--- src/rtl/wrlvl_pkg.sv ---
`timescale 1ns/1ps
package wrlvl_pkg;
   typedef enum logic [2:0] {
      CMD_NOP = 3'd0,
      CMD_DES = 3'd1,
      CMD_MRS = 3'd2,
      CMD_ACT = 3'd3,
      CMD_RD  = 3'd4,
      CMD_WR  = 3'd5,
      CMD_PRE = 3'd6,
      CMD_REF = 3'd7
   } cmd_e;

   // termination codes allowed while leveling with outputs driven
   function automatic logic rtt_lvl_ok(input logic [2:0] code);
      return (code == 3'b001) || (code == 3'b010) || (code == 3'b011);
   endfunction
endpackage

--- src/rtl/wrlvl_mr1_ctl.sv ---
`timescale 1ns/1ps
module wrlvl_mr1_ctl
   import wrlvl_pkg::*;
#(
   parameter int ADDR_W   = 14,
   parameter int BA_W     = 3,
   parameter int MR_SEL   = 1,
   parameter int WL_BIT   = 7,
   parameter int QOFF_BIT = 12,
   parameter logic [ADDR_W-1:0] EXIT_UPD = ADDR_W'(14'h1266)
)(
   input  logic              clk,
   input  logic              rst_n,
   input  logic [2:0]        cmd_op,
   input  logic [BA_W-1:0]   cmd_ba,
   input  logic [ADDR_W-1:0] cmd_addr,
   output logic [ADDR_W-1:0] mr1_q,
   output logic              err_cmd
);
   localparam logic [ADDR_W-1:0] QOFF_M = ADDR_W'(1) << QOFF_BIT;
   localparam logic [ADDR_W-1:0] WL_M   = ADDR_W'(1) << WL_BIT;
   localparam logic [ADDR_W-1:0] EXIT_M = (EXIT_UPD | QOFF_M) & ~WL_M;
   localparam logic [ADDR_W-1:0] HOLD_M = ~(EXIT_M | WL_M);

   if (WL_BIT >= ADDR_W || QOFF_BIT >= ADDR_W)
      $error("wrlvl_mr1_ctl: control bit outside address width");
   if (MR_SEL >= (1 << BA_W))
      $error("wrlvl_mr1_ctl: register select exceeds bank width");

   cmd_e              op;
   logic              is_mr1;
   logic              lvl;
   logic              bad;
   logic [ADDR_W-1:0] mr1_r;
   logic [ADDR_W-1:0] mr1_n;
   logic              err_r;

   assign op     = cmd_e'(cmd_op);
   assign is_mr1 = (op == CMD_MRS) && (cmd_ba == BA_W'(MR_SEL));
   assign lvl    = mr1_r[WL_BIT];

   always_comb begin
      mr1_n = mr1_r;
      bad   = 1'b0;
      if (!lvl) begin
         if (is_mr1) mr1_n = cmd_addr;
      end else begin
         unique case (op)
            CMD_NOP, CMD_DES: ;
            CMD_MRS: begin
               if (!is_mr1) begin
                  bad = 1'b1;
               end else if (cmd_addr[WL_BIT]) begin
                  mr1_n = (mr1_r & ~QOFF_M) | (cmd_addr & QOFF_M);
               end else begin
                  mr1_n = (mr1_r & ~(EXIT_M | WL_M)) | (cmd_addr & EXIT_M);
               end
            end
            default: bad = 1'b1;
         endcase
      end
   end

   always_ff @(posedge clk) begin
      if (!rst_n) begin
         mr1_r <= '0;
         err_r <= 1'b0;
      end else begin
         mr1_r <= mr1_n;
         err_r <= bad;
      end
   end

   assign mr1_q   = mr1_r;
   assign err_cmd = err_r;


   err_only_lvl_chk: assert property (@(posedge clk) disable iff (!rst_n)
      err_cmd |-> $past(lvl));

   exit_lvl_chk: assert property (@(posedge clk) disable iff (!rst_n)
      (lvl && is_mr1 && !cmd_addr[WL_BIT]) |=> !lvl);

   hold_bits_chk: assert property (@(posedge clk) disable iff (!rst_n)
      $past(lvl) |-> ((mr1_r ^ $past(mr1_r)) & HOLD_M) == '0);
endmodule

--- src/rtl/wrlvl_term.sv ---
`timescale 1ns/1ps
module wrlvl_term
   import wrlvl_pkg::*;
(
   input  logic       lvl,
   input  logic       qoff,
   input  logic       odt,
   input  logic [2:0] rtt_code,
   output logic       term_dqs_en,
   output logic       term_dq_en,
   output logic       err_rtt
);
   always_comb begin
      term_dqs_en = odt;
      term_dq_en  = lvl ? 1'b0 : odt;
      err_rtt     = lvl && !qoff && !rtt_lvl_ok(rtt_code);
   end
endmodule

--- src/rtl/wrlvl_fb_pipe.sv ---
`timescale 1ns/1ps
module wrlvl_fb_pipe #(
   parameter int DQ_W      = 8,
   parameter int WLO       = 2,
   parameter bit PRIME_ALL = 1'b0,
   parameter int PRIME_IDX = 0
)(
   input  logic            clk,
   input  logic            rst_n,
   input  logic            lvl,
   input  logic            qoff,
   input  logic            dqs_rise,
   input  logic            ck_level,
   output logic [DQ_W-1:0] dq_out,
   output logic            dq_oe
);
   localparam logic [DQ_W-1:0] PRIME_M = PRIME_ALL ? {DQ_W{1'b1}} : (DQ_W'(1) << PRIME_IDX);

   if (WLO < 1 || WLO > 64)
      $error("wrlvl_fb_pipe: WLO must be within 1..64");
   if (PRIME_IDX >= DQ_W)
      $error("wrlvl_fb_pipe: prime bit outside bus");

   logic [WLO-1:0]  v_p;
   logic [WLO-1:0]  d_p;
   logic            fb_q;
   logic [DQ_W-1:0] fb_vec;

   always_comb begin
      v_p[0] = dqs_rise && lvl;
      d_p[0] = ck_level;
   end

   always_ff @(posedge clk) begin
      for (int i = 1; i < WLO; i++) begin
         if (!rst_n) begin
            v_p[i] <= 1'b0;
            d_p[i] <= 1'b0;
         end else begin
            v_p[i] <= v_p[i-1] && lvl;
            d_p[i] <= d_p[i-1];
         end
      end
   end

   always_ff @(posedge clk) begin
      if (!rst_n || !lvl) fb_q <= 1'b0;
      else if (v_p[WLO-1]) fb_q <= d_p[WLO-1];
   end

   if (PRIME_ALL) begin : g_all
      assign fb_vec = {DQ_W{fb_q}};
   end else begin : g_one
      always_comb begin
         fb_vec            = '0;
         fb_vec[PRIME_IDX] = fb_q;
      end
   end

   assign dq_oe  = lvl && !qoff;
   assign dq_out = dq_oe ? fb_vec : '0;


   nonprime_low_chk: assert property (@(posedge clk) disable iff (!rst_n)
      (dq_out & ~PRIME_M) == '0);

   fb_follow_chk: assert property (@(posedge clk) disable iff (!rst_n)
      (v_p[WLO-1] && lvl) |=> (fb_q == $past(d_p[WLO-1])));

   fb_clear_chk: assert property (@(posedge clk) disable iff (!rst_n)
      !$past(lvl) |-> !fb_q);
endmodule

--- src/rtl/wrlvl_resp.sv ---
`timescale 1ns/1ps
module wrlvl_resp #(
   parameter int DQ_W      = 8,
   parameter int ADDR_W    = 14,
   parameter int BA_W      = 3,
   parameter int WLO       = 2,
   parameter bit PRIME_ALL = 1'b0,
   parameter int PRIME_IDX = 0
)(
   input  logic              clk,
   input  logic              rst_n,
   input  logic [2:0]        cmd_op,
   input  logic [BA_W-1:0]   cmd_ba,
   input  logic [ADDR_W-1:0] cmd_addr,
   input  logic              odt,
   input  logic              dqs_rise,
   input  logic              ck_level,
   output logic              term_dqs_en,
   output logic              term_dq_en,
   output logic [DQ_W-1:0]   dq_out,
   output logic              dq_oe,
   output logic              lvl_mode,
   output logic [ADDR_W-1:0] mr1_q,
   output logic              err_cmd,
   output logic              err_rtt
);
   localparam int WL_BIT   = 7;
   localparam int QOFF_BIT = 12;
   localparam int RTT_HI   = 9;
   localparam int RTT_MID  = 6;
   localparam int RTT_LO   = 2;

   if (ADDR_W < 13)
      $error("wrlvl_resp: address width must cover bit 12");

   logic [ADDR_W-1:0] mr1_w;

   wrlvl_mr1_ctl #(
      .ADDR_W(ADDR_W), .BA_W(BA_W), .MR_SEL(1),
      .WL_BIT(WL_BIT), .QOFF_BIT(QOFF_BIT)
   ) u_mr1 (
      .clk(clk), .rst_n(rst_n), .cmd_op(cmd_op), .cmd_ba(cmd_ba),
      .cmd_addr(cmd_addr), .mr1_q(mr1_w), .err_cmd(err_cmd)
   );

   wrlvl_term u_term (
      .lvl(mr1_w[WL_BIT]), .qoff(mr1_w[QOFF_BIT]), .odt(odt),
      .rtt_code({mr1_w[RTT_HI], mr1_w[RTT_MID], mr1_w[RTT_LO]}),
      .term_dqs_en(term_dqs_en), .term_dq_en(term_dq_en), .err_rtt(err_rtt)
   );

   wrlvl_fb_pipe #(
      .DQ_W(DQ_W), .WLO(WLO), .PRIME_ALL(PRIME_ALL), .PRIME_IDX(PRIME_IDX)
   ) u_fb (
      .clk(clk), .rst_n(rst_n), .lvl(mr1_w[WL_BIT]), .qoff(mr1_w[QOFF_BIT]),
      .dqs_rise(dqs_rise), .ck_level(ck_level), .dq_out(dq_out), .dq_oe(dq_oe)
   );

   assign mr1_q    = mr1_w;
   assign lvl_mode = mr1_w[WL_BIT];


   dq_term_off_chk: assert property (@(posedge clk) disable iff (!rst_n)
      (lvl_mode && odt) |-> (term_dqs_en && !term_dq_en));
endmodule

--- config.mk ---
export PLATFORM = sky130hd
export DESIGN_NAME = wrlvl_resp
export DESIGN_NICKNAME = d
export VERILOG_FILES = /design/src/rtl/wrlvl_pkg.sv /design/src/rtl/wrlvl_mr1_ctl.sv /design/src/rtl/wrlvl_term.sv /design/src/rtl/wrlvl_fb_pipe.sv /design/src/rtl/wrlvl_resp.sv
export SDC_FILE = /design/constraint.sdc
export NUM_CORES = 1
export LEC_CHECK = 0
export BUFFER_PORTS_ARGS = -buffer_cell sky130_fd_sc_hd__buf_2
export CORE_ASPECT_RATIO = 1.25
export CORE_MARGIN = 2
export CORE_UTILIZATION = 25
export CTS_CLUSTER_DIAMETER = 100
export DETAILED_ROUTE_END_ITERATION = 10
export GPL_TIMING_DRIVEN = 0
export SLEW_MARGIN = 20
export SYNTH_ARGS = -nofsm -noshare
export SYNTH_HDL_FRONTEND = slang
export SYNTH_SLANG_ARGS = --single-unit
--- constraint.sdc ---
create_clock -name clk -period 3.61 [get_ports clk]
set_clock_uncertainty 0.1 [all_clocks]
set_input_delay 0.5415 -clock clk [delete_from_list [all_inputs] [get_ports clk]]
set_output_delay 0.5415 -clock clk [all_outputs]
set_load 0.02 [all_outputs]
==> metrics.md, run 1 <==
| Metric | Value |
|---|---|
| Initial Util | `25.9%` |
| Top delay family on crit path | `flip-flops` |
| Peak VDD IR | `0.000143 V` |
| Io pins | `53` |
| Final worst-path cycle share | `55.0%` |
| Worst reg-to-reg setup slack | `2310 ps` |
| Hold wc startpoint | `u_mr1.mr1_q[11]` |
| Htree depth | `1` |
| Setup bufs post-CTS | `0` |
| Critical path origin | `u_mr1.mr1_q[7]` |
| Yosys synthesis warning count | `0` |
| Iter 0 DRT Violations | `3` |
| Simple-Gate Fraction of Synth Area | `23.5%` |
| CTS tree | `yes` |
| Worst Path Max Fanout | `8` |
| CP peak stage delay | `540 ps` |
| Final wirelength | `1.93 mm` |
| Worst-path cell chain | `nor2b_1 > o21a_1 > buf_2` |
| WP data arrival | `1340 ps` |
| Clock transition at the registers of the reported paths | `60 ps` |
| Root buffer cell | `clkbuf_8` |
| CTS buffer count | `3` |
| Switching pwr | `0.0866 mW` |
| Die Y-Extent | `68.1 um` |
| Clock buffer depth | `2` |
| Final Hold Fails | `0` |
| PD cells | `332 mW/mm^2` |
| Crit Path Category | `reg2out` |
| RSZ-0062 raised after global routing | `false` |
| Adder-cell area share of the yosys netlist | `0%` |
| Startpoint types | `register` |
| Final Setup Violations | `0` |
| Largest family of logic cells by synthesized area | `simple AND/OR/NAND/NOR gates` |
| Seq/Total Area, Yosys | `43.9%` |
| Worst hold stages | `2` |
| IO buf count | `44` |
| Core Util, Final | `36.4%` |
| CP endpoint kind | `output pin` |
| Min-delay worst type | `reg2reg` |
| Required time of the critical path | `2970 ps` |
| Mux cell area share after synthesis | `18.3%` |
| Unique masters post-synth | `16` |
| Layout cells sized above 1 | `42.0%` |
| Worst Hold End | `u_mr1.mr1_q[11]` |
| FF-to-FF Start | `u_mr1.mr1_q[7]` |
| Metal3 WL | `95 um` |
| CP max stage cell | `dfxtp_1` |
| Sw Share | `22.6%` |
| Area of the multi-input gates | `397 um^2` |
| Clk sink count | `18` |
| Total Routing Usage GR | `10.3%` |
| Routed vias/inst | `4.07` |
| Yosys reg bits | `18` |
| Register area | `360 um^2` |
| Die ar. | `0.00376 mm^2` |
| Highest routed layer | `met4` |
| Routed Antenna Nets | `0` |
| Grt ovf | `0` |
| Hold buffers post-CTS | `0` |
| Site row count | `23` |
| Met2 wire length | `1.08 mm` |
| Vias in the first global route | `698` |
| Wire per inst | `10.7 um` |
| Syn Area/Cell | `9.12 um^2` |
| Filler Cells Inserted | `339` |
| Setup tns final | `0 ps` |
| Max-cap viol count | `0` |
| Largest net degree at the start of global routing | `11` |
| Compound-Gate Fraction of Synth Area | `3.35%` |
| R2r endpoint | `u_mr1.mr1_q[8]` |
| Via count | `732` |
| Residual DRC count | `0` |
| Total Power | `0.383 mW` |
| Pins Over Slew Limit | `0` |
| Worst Path Buf+Inv | `1` |
| Nets | `170` |
| Final Instance Area | `0.00115 mm^2` |
| Core ar. | `0.00317 mm^2` |
| # resized after CTS | `0` |
| Global-route wire length before repair | `3.13 mm` |
| Max frequency | `504 MHz` |
| GPL Wtd Cong | `0.736` |
| M1 wire length | `725 um` |
| Initial DRT Pass Iterations | `3` |
| Post-Syn Instances | `90` |
| DP Wirelength | `1.61 mm` |
| ANT cells | `0` |
| Outcome | `finished clean` |
| Int Pwr | `0.296 mW` |
| Synth Area in XOR/XNOR | `0%` |
| Gate power share | `12.6%` |
| Clk pwr share | `34.8%` |
| Die Wd | `55.3 um` |
| DP Area | `0.00111 mm^2` |
| Register share of total power | `52.6%` |
| Initial antenna violation count | `0` |
| Fin Hold WS | `354 ps` |
| Period minus WS final | `1990 ps` |
| Cell Area, Synth | `821 um^2` |
| R2R cell count | `2` |
| Lkg Pwr | `0.555 nW` |
| Clock Latency Late Sink | `240 ps` |
| P&R area growth vs syn | `40.2%` |
stage by stage:
| stage | std cells | worst slack (ps) |
|---|---|---|
| after floorplan | 96 | 1620 |
| after global placement | 177 | 1530 |
| after detailed placement | 177 | 1490 |
| after CTS | 180 | 1610 |
| after global routing | 180 | 1480 |
| final | 180 | 1620 |
worst min-delay path: stages (launching register included):
cell,delay (ps)
dfxtp_1,310
nand2_1,50
mux2i_1,50
worst max-delay path by stage:
stage / end / slack [ps] / cells after the start
finish: err_rtt / 1620 / 3
global route: err_rtt / 1480 / 3
CTS: err_rtt / 1610 / 3
detailed placement: u_mr1.mr1_q[4] / 1490 / 4
global placement: u_mr1.mr1_q[11] / 1530 / 4
floorplan: dq_out[0] / 1620 / 2
flip-flops by register name (all words and copies together), names as in the netlist:
signal         count
u_fb.d_p           1
u_fb.fb_q          1
u_fb.v_p           1
u_mr1.err_cmd      1
u_mr1.mr1_q       14
power by group through the flow:
| stage | logic (mW) | clock network (mW) | registers, mW |
|---|---|---|---|
| 3_5_place_dp | 0.0483 | 0 | 0.206 |
| 6_report | 0.0481 | 0.133 | 0.201 |
| 4_1_cts | 0.0484 | 0.142 | 0.201 |
| 5_1_grt | 0.0534 | 0.149 | 0.201 |
| 2_1_floorplan | 0.0284 | 0 | 0.207 |
| 3_3_place_gp | 0.0474 | 0 | 0.206 |
Yosys cell counts, drive strengths merged:
| library cell | number | area share (%) |
|---|---|---|
| and2 | 2 | 1.5 |
| dfxtp | 18 | 44 |
| nand2 | 28 | 13 |
| a211oi | 1 | 2.4 |
| nand2b | 1 | 0.76 |
| or4b | 1 | 1.7 |
| nor2b | 2 | 1.5 |
| mux2i | 15 | 18 |
| clkbuf | 3 | 1.4 |
| nor2 | 4 | 1.8 |
| buf | 10 | 9.1 |
| o21a | 1 | 0.91 |
| and3 | 1 | 0.76 |
| nor3 | 2 | 2.6 |
| conb | 1 | 0.46 |
per-layer routing:
layer | vias to the layer above | GRT usage (%)
met5 | - | 0
met4 | 0 | 4.57
met3 | 2 | 2.08
met2 | 23 | 20.1
met1 | 328 | 10.9
li1 | 379 | -
layout by cell type, fill, tap and decap left out, types with 2 or more instances in the layout:
cell	n
buf_2	44
nand2_1	28
dfxtp_1	18
mux2i_1	15
buf_4	10
conb_1	7
nor2_1	4
clkbuf_1	3
clkbuf_8	3
nor2b_1	2
and2_1	2
layout make-up:
class | instances | area share, %
multi-input combinational | 65 | 34.5
timing repair buffer | 44 | 19.1
clock buffer | 3 | 3.59
sequential | 18 | 31.3
buffer | 13 | 7.50
tap | 37 | 4.02
cell families after synthesis:
| family | Yosys count |
|---|---|
| AO/OA/AOI/OAI | 2 |
| buffers and inverters | 13 |
| flip-flops | 18 |
| multiplexers | 15 |
| other | 1 |
| AND/OR/NAND/NOR | 41 |
(Power assumes the default switching activity.)
==> run 2: changes to the inputs <==
Settings changed: ABC_AREA set to 1.
Clock period 3.61 ns to 2 ns, I/O delays scaled along.
==> run 2 against run 1 <==
  * The flow now finishes with violations (design-rule violations)
  * Largest cell class unchanged
  * Synthesized cell count rose by 46%
  * Non-clock buffer count rose by 1
  * Combinational power rose by 130%
  * Power rose by 100%
  * Sequential power rose by 82%
  * Core utilization fell by 0.28 points
  * Clock power rose by 130%
  * Wire length rose by 12%
==> metrics.md, run 2 <==
| Metric | Value |
|---|---|
| Filler Cells Inserted | `414` |
| Post-Syn Instances | `131` |
| Vias in the first global route | `818` |
| Global-route wire length before repair | `3.43 mm` |
| Pins Over Slew Limit | `0` |
| Final Setup Violations | `0` |
| FF-to-FF Start | `u_mr1.mr1_q[7]` |
| Clk sink count | `18` |
| Post-synth EDFFs | `0` |
| Core ar. | `0.00354 mm^2` |
| ANT cells | `0` |
| Most frequent cells after synthesis | `32 x nor2_1, 19 x inv_1, 18 x dfxtp_1, 17 x nand2_1, 12 x nand4_1` |
| Initial antenna violation count | `0` |
| Total Routing Usage GR | `10.7%` |
| Post-synth top area share | `38.7%` |
| Worst hold stages | `3` |
| Routed vias/inst | `4.10` |
| Min-delay worst type | `in2reg` |
| Via count | `918` |
| CP endpoint kind | `output pin` |
| Top cells by area, synth | `dfxtp_1 39%, nor2_1 13%, buf_4 8.9%` |
| Site row count | `24` |
| CTS buffer count | `3` |
| Yosys reg bits | `18` |
| Lkg Pwr | `0.722 nW` |
| Wire per inst | `9.67 um` |
| PD cells | `610 mW/mm^2` |
| R2R cell count | `5` |
| # placed instances | `220` |
| Initial Util | `26.3%` |
| Final worst-path cycle share | `87.6%` |
| Iter 0 DRT Violations | `10` |
| Worst Path Max Fanout | `9` |
| Worst reg-to-reg setup slack | `810 ps` |
| Failing checks | `design-rule violations` |
| Layout cells sized above 1 | `38.9%` |
| Worst Hold End | `u_fb.d_p[1]` |
| Most frequent cell after synthesis | `nor2_1` |
| Final cell count without fillers | `224` |
| Required time of the critical path | `1600 ps` |
| Unique masters post-synth | `21` |
| DP Wirelength | `1.66 mm` |
| CTS tree | `yes` |
| Cell Area, Synth | `932 um^2` |
| Setup slack after layout | `248 ps` |
| Setup tns final | `0 ps` |
| Die ar. | `0.00424 mm^2` |
| Residual DRC count | `1` |
| Final Instance Area | `0.00128 mm^2` |
| Clock transition at the registers of the reported paths | `70 ps` |
| Hold wc startpoint | `ck_level` |
| Area leader, netlist | `dfxtp_1` |
| Largest net degree at the start of global routing | `11` |
| FFs w/ async S/R, synth | `0%` |
| Final Hold Fails | `0` |
| # resized after CTS | `0` |
| Setup bufs post-CTS | `0` |
| WP data arrival | `1350 ps` |
| IO buf count | `44` |
| Total Power | `0.780 mW` |
| Yosys synthesis warning count | `0` |
| Routed Antenna Nets | `0` |
| DP Area | `0.00122 mm^2` |
| Grt ovf | `0` |
| Hold buffers post-CTS | `0` |
| Die Wd | `58.6 um` |
| Seq/Total Area, Yosys | `38.7%` |
| Nets | `211` |
| Clock buffer depth | `2` |
| Max frequency | `571 MHz` |
| Period minus WS final | `1750 ps` |
| Commonest non-fill, non-tap cells in the layout | `46 x buf_2, 32 x nor2_1, 19 x inv_1` |
| Htree depth | `1` |
| Commonest non-fill, non-tap cell in the layout | `buf_2` |
| Root buffer cell | `clkbuf_8` |
| P&R area growth vs syn | `37.2%` |
| Final wirelength | `2.17 mm` |
| Outcome | `finished with violations` |
| Crit Path Category | `reg2out` |
| RSZ-0062 raised after global routing | `false` |
| Dominant synthesized flop cell | `dfxtp_1` |
| Max reg flops | `14` |
| Startpoint types | `register` |
| Max-cap viol count | `0` |
| R2r endpoint | `u_mr1.mr1_q[2]` |
| Worst slack at placement | `509 ps` |
| Die Y-Extent | `72.3 um` |
| Clock Latency Late Sink | `250 ps` |
| Peak VDD IR | `0.000179 V` |
| Io pins | `53` |
| Initial DRT Pass Iterations | `7` |
| GPL Wtd Cong | `0.688` |
| Syn Area/Cell | `7.12 um^2` |
## run 2: area by class of cell
cell class | count | area, um^2 | share of cell area, %
buffer | 14 | 96.3 | 7.53
timing repair buffer | 44 | 220 | 17.2
sequential | 18 | 360 | 28.2
inverter | 22 | 82.6 | 6.46
tap | 39 | 48.8 | 3.82
clock buffer | 4 | 55.1 | 4.31
multi-input combinational | 83 | 415 | 32.5
## run 2: where the power goes
group	internal [mW]	switching, mW
Sequential	0.363	0.00245
Combinational	0.0463	0.0627
Clock	0.175	0.130
Total	0.584	0.195
## run 2: worst max-delay path by stage
stage | startpoint | end | slack, ps
2_1_floorplan | u_mr1.mr1_q[7] | dq_out[0] | 320
3_3_place_gp | u_mr1.mr1_q[7] | err_rtt | 520
5_1_grt | u_mr1.mr1_q[7] | err_rtt | 150
4_1_cts | u_mr1.mr1_q[7] | dq_out[0] | 220
6_report | u_mr1.mr1_q[7] | err_rtt | 250
3_5_place_dp | u_mr1.mr1_q[7] | dq_out[0] | 510
## run 2: through the flow
| stage | util, % | hold WS, ps |
|---|---|---|
| 3_5_place_dp | 34.5 | 366 |
| 6_report | 36.1 | 133 |
| 2_1_floorplan | - | 298 |
| 5_1_grt | 36.1 | 147 |
| 4_1_cts | 36.1 | 129 |
| 3_3_place_gp | 34.5 | 358 |
## run 2: logic make-up after synthesis
kind of cell,after synthesis,synth area share (%)
muxes,1,1.07
and+or+nand+nor,71,38.3
DFF,18,38.7
AOI/OAI and AO/OA,4,2.42
other,1,0.402
buffers and inverters,36,19.2
## run 2: worst max-delay path: stages (launching register included)
cell	delay, ps
dfxtp_1	530
inv_2	180
nor2_2	120
o21a_1	120
buf_2	150
## run 2: metal layers
layer	up-vias	GRT usage (%)	routed length, um	share of wire (%)
met2	36	16.4	1030	48
li1	491	-	-	-
met4	0	6.82	34	1.6
met1	389	14.1	943	44
met5	-	0	0	0
met3	2	1.07	158	7.3
==> run 3: changes to the inputs <==
Settings changed: RECOVER_POWER set to 50.
==> run 3 against run 2 <==
  * The flow still finishes with violations (design-rule violations)
  * Sequential power is essentially flat
  * Fmax decreased by 0.20%
  * Setup slack worse by 3.4 ps
  * Flip-flop and latch count is the same
  * Count of clock-buffer cells in the layout is the same
  * Core utilization decreased by 0.56 points
  * Via count increased by 0.54%
  * Final area down 1.6%
  * Sequential share of layout area up 0.45 points
  * Critical path depth did not move
  * Power decreased by 0.14%
  * Wire length grew 0.88%
  * Critical path type unchanged
  * Critical endpoint unchanged
==> metrics.md, run 3 (synthesized netlist as in run 2, its figures left out) <==
| Metric | Value |
|---|---|
| Outcome | `finished with violations` |
| Failing checks | `design-rule violations` |
| Clock buffer depth | `2` |
| Routed vias/inst | `4.12` |
| Total Routing Usage GR | `10.7%` |
| Routed Antenna Nets | `0` |
| Clock transition at the registers of the reported paths | `70 ps` |
| ANT cells | `0` |
| CTS tree | `yes` |
| Worst Hold End | `u_fb.d_p[1]` |
| Global-route wire length before repair | `3.43 mm` |
| Worst Path Max Fanout | `9` |
| Setup tns final | `0 ps` |
| Core ar. | `0.00354 mm^2` |
| Htree depth | `1` |
| R2r endpoint | `u_mr1.mr1_q[2]` |
| Initial Util | `26.3%` |
| Max-cap viol count | `0` |
| Min-delay worst type | `in2reg` |
| Nets | `211` |
| Final wirelength | `2.18 mm` |
| Final Setup Violations | `0` |
| GPL Wtd Cong | `0.688` |
| Final Hold Fails | `0` |
| # resized after CTS | `0` |
| DP Wirelength | `1.66 mm` |
| Period minus WS final | `1760 ps` |
| P&R area growth vs syn | `35.0%` |
| Max frequency | `570 MHz` |
| Iter 0 DRT Violations | `11` |
| Residual DRC count | `1` |
| Vias in the first global route | `818` |
| IO buf count | `44` |
| RSZ-0062 raised after global routing | `false` |
| Grt ovf | `0` |
| WP data arrival | `1360 ps` |
| Largest net degree at the start of global routing | `11` |
| Final worst-path cycle share | `87.8%` |
| Peak VDD IR | `0.000178 V` |
| Startpoint types | `register` |
| Layout cells sized above 1 | `31.9%` |
| Lkg Pwr | `0.673 nW` |
| Via count | `923` |
| Setup bufs post-CTS | `0` |
| R2R cell count | `5` |
| Worst reg-to-reg setup slack | `810 ps` |
| Clk sink count | `18` |
| Required time of the critical path | `1600 ps` |
| FF-to-FF Start | `u_mr1.mr1_q[7]` |
| Die Wd | `58.6 um` |
| Die ar. | `0.00424 mm^2` |
| Hold buffers post-CTS | `0` |
| Commonest non-fill, non-tap cells in the layout | `35 x buf_2, 33 x nor2_1, 19 x inv_1` |
| Commonest non-fill, non-tap cell in the layout | `buf_2` |
| Die Y-Extent | `72.3 um` |
| Hold wc startpoint | `ck_level` |
| Site row count | `24` |
| Io pins | `53` |
| Pins Over Slew Limit | `0` |
| Root buffer cell | `clkbuf_8` |
| Worst hold stages | `3` |
| Wire per inst | `9.75 um` |
| Clock Latency Late Sink | `250 ps` |
| Crit Path Category | `reg2out` |
| Core Util, Final | `35.5%` |
| CP endpoint kind | `output pin` |
| Initial DRT Pass Iterations | `7` |
| Total Power | `0.778 mW` |
| Initial antenna violation count | `0` |
| Max reg flops | `14` |
| PD cells | `618 mW/mm^2` |
| CTS buffer count | `3` |
[run 3: cell types whose count changed in the layout (fill, tap and decap cells not counted)]
cell | before | now
nor2_1 | 32 | 33
buf_2 | 46 | 35
buf_4 | 11 | 10
clkbuf_1 | 1 | 13
nor2_2 | 3 | 2
[run 3: critical path, cell delays in order (launching register included)]
cell     delay [ps]
dfxtp_1         530
inv_2           180
nor2_2          120
o21a_1          120
buf_2           150
[run 3: worst max-delay path by stage]
stage                              start        end  slack, ps
after floorplan           u_mr1.mr1_q[7]  dq_out[0]        320
after global placement    u_mr1.mr1_q[7]    err_rtt        520
after detailed placement  u_mr1.mr1_q[7]  dq_out[0]        510
after CTS                 u_mr1.mr1_q[7]  dq_out[0]        220
after global routing      u_mr1.mr1_q[7]    err_rtt        150
final                     u_mr1.mr1_q[7]    err_rtt        240
[run 3: through the flow]
stage / cell area, um^2 / std cells / hold slack, ps / worst slack (ps)
floorplan: 955 / 137 / 298 / 315
detailed placement: 1220 / 220 / 366 / 509
global placement: 1220 / 220 / 358 / 519
finish: 1260 / 224 / 133 / 245
global route: 1260 / 224 / 147 / 154
CTS: 1280 / 224 / 129 / 224
[run 3: area by class of cell]
type,count,area [um^2]
plain buffers,14,91.3
clock buffers,4,55.1
fillers,419,2280
inverters,22,82.6
multi-input cells,83,413
flip-flops and latches,18,360
well taps,39,48.8
repair buffers,44,208
[run 3: report_power, final]
group | leakage [nW] | total (mW) | internal, mW | switching, mW
Clock | 0.0288 | 0.306 | 0.175 | 0.131
Sequential | 0.145 | 0.365 | 0.363 | 0.00252
Combinational | 0.499 | 0.107 | 0.0446 | 0.0626
Total | 0.673 | 0.778 | 0.582 | 0.196
[run 3: metal layers]
| layer | up-vias | track usage, % | share of wire, % |
|---|---|---|---|
| li1 | 491 | - | - |
| met1 | 396 | 14.1 | 45 |
| met2 | 34 | 16.4 | 47 |
| met3 | 2 | 1.07 | 6.6 |
| met4 | 0 | 6.82 | 1.6 |
| met5 | - | 0 | 0 |
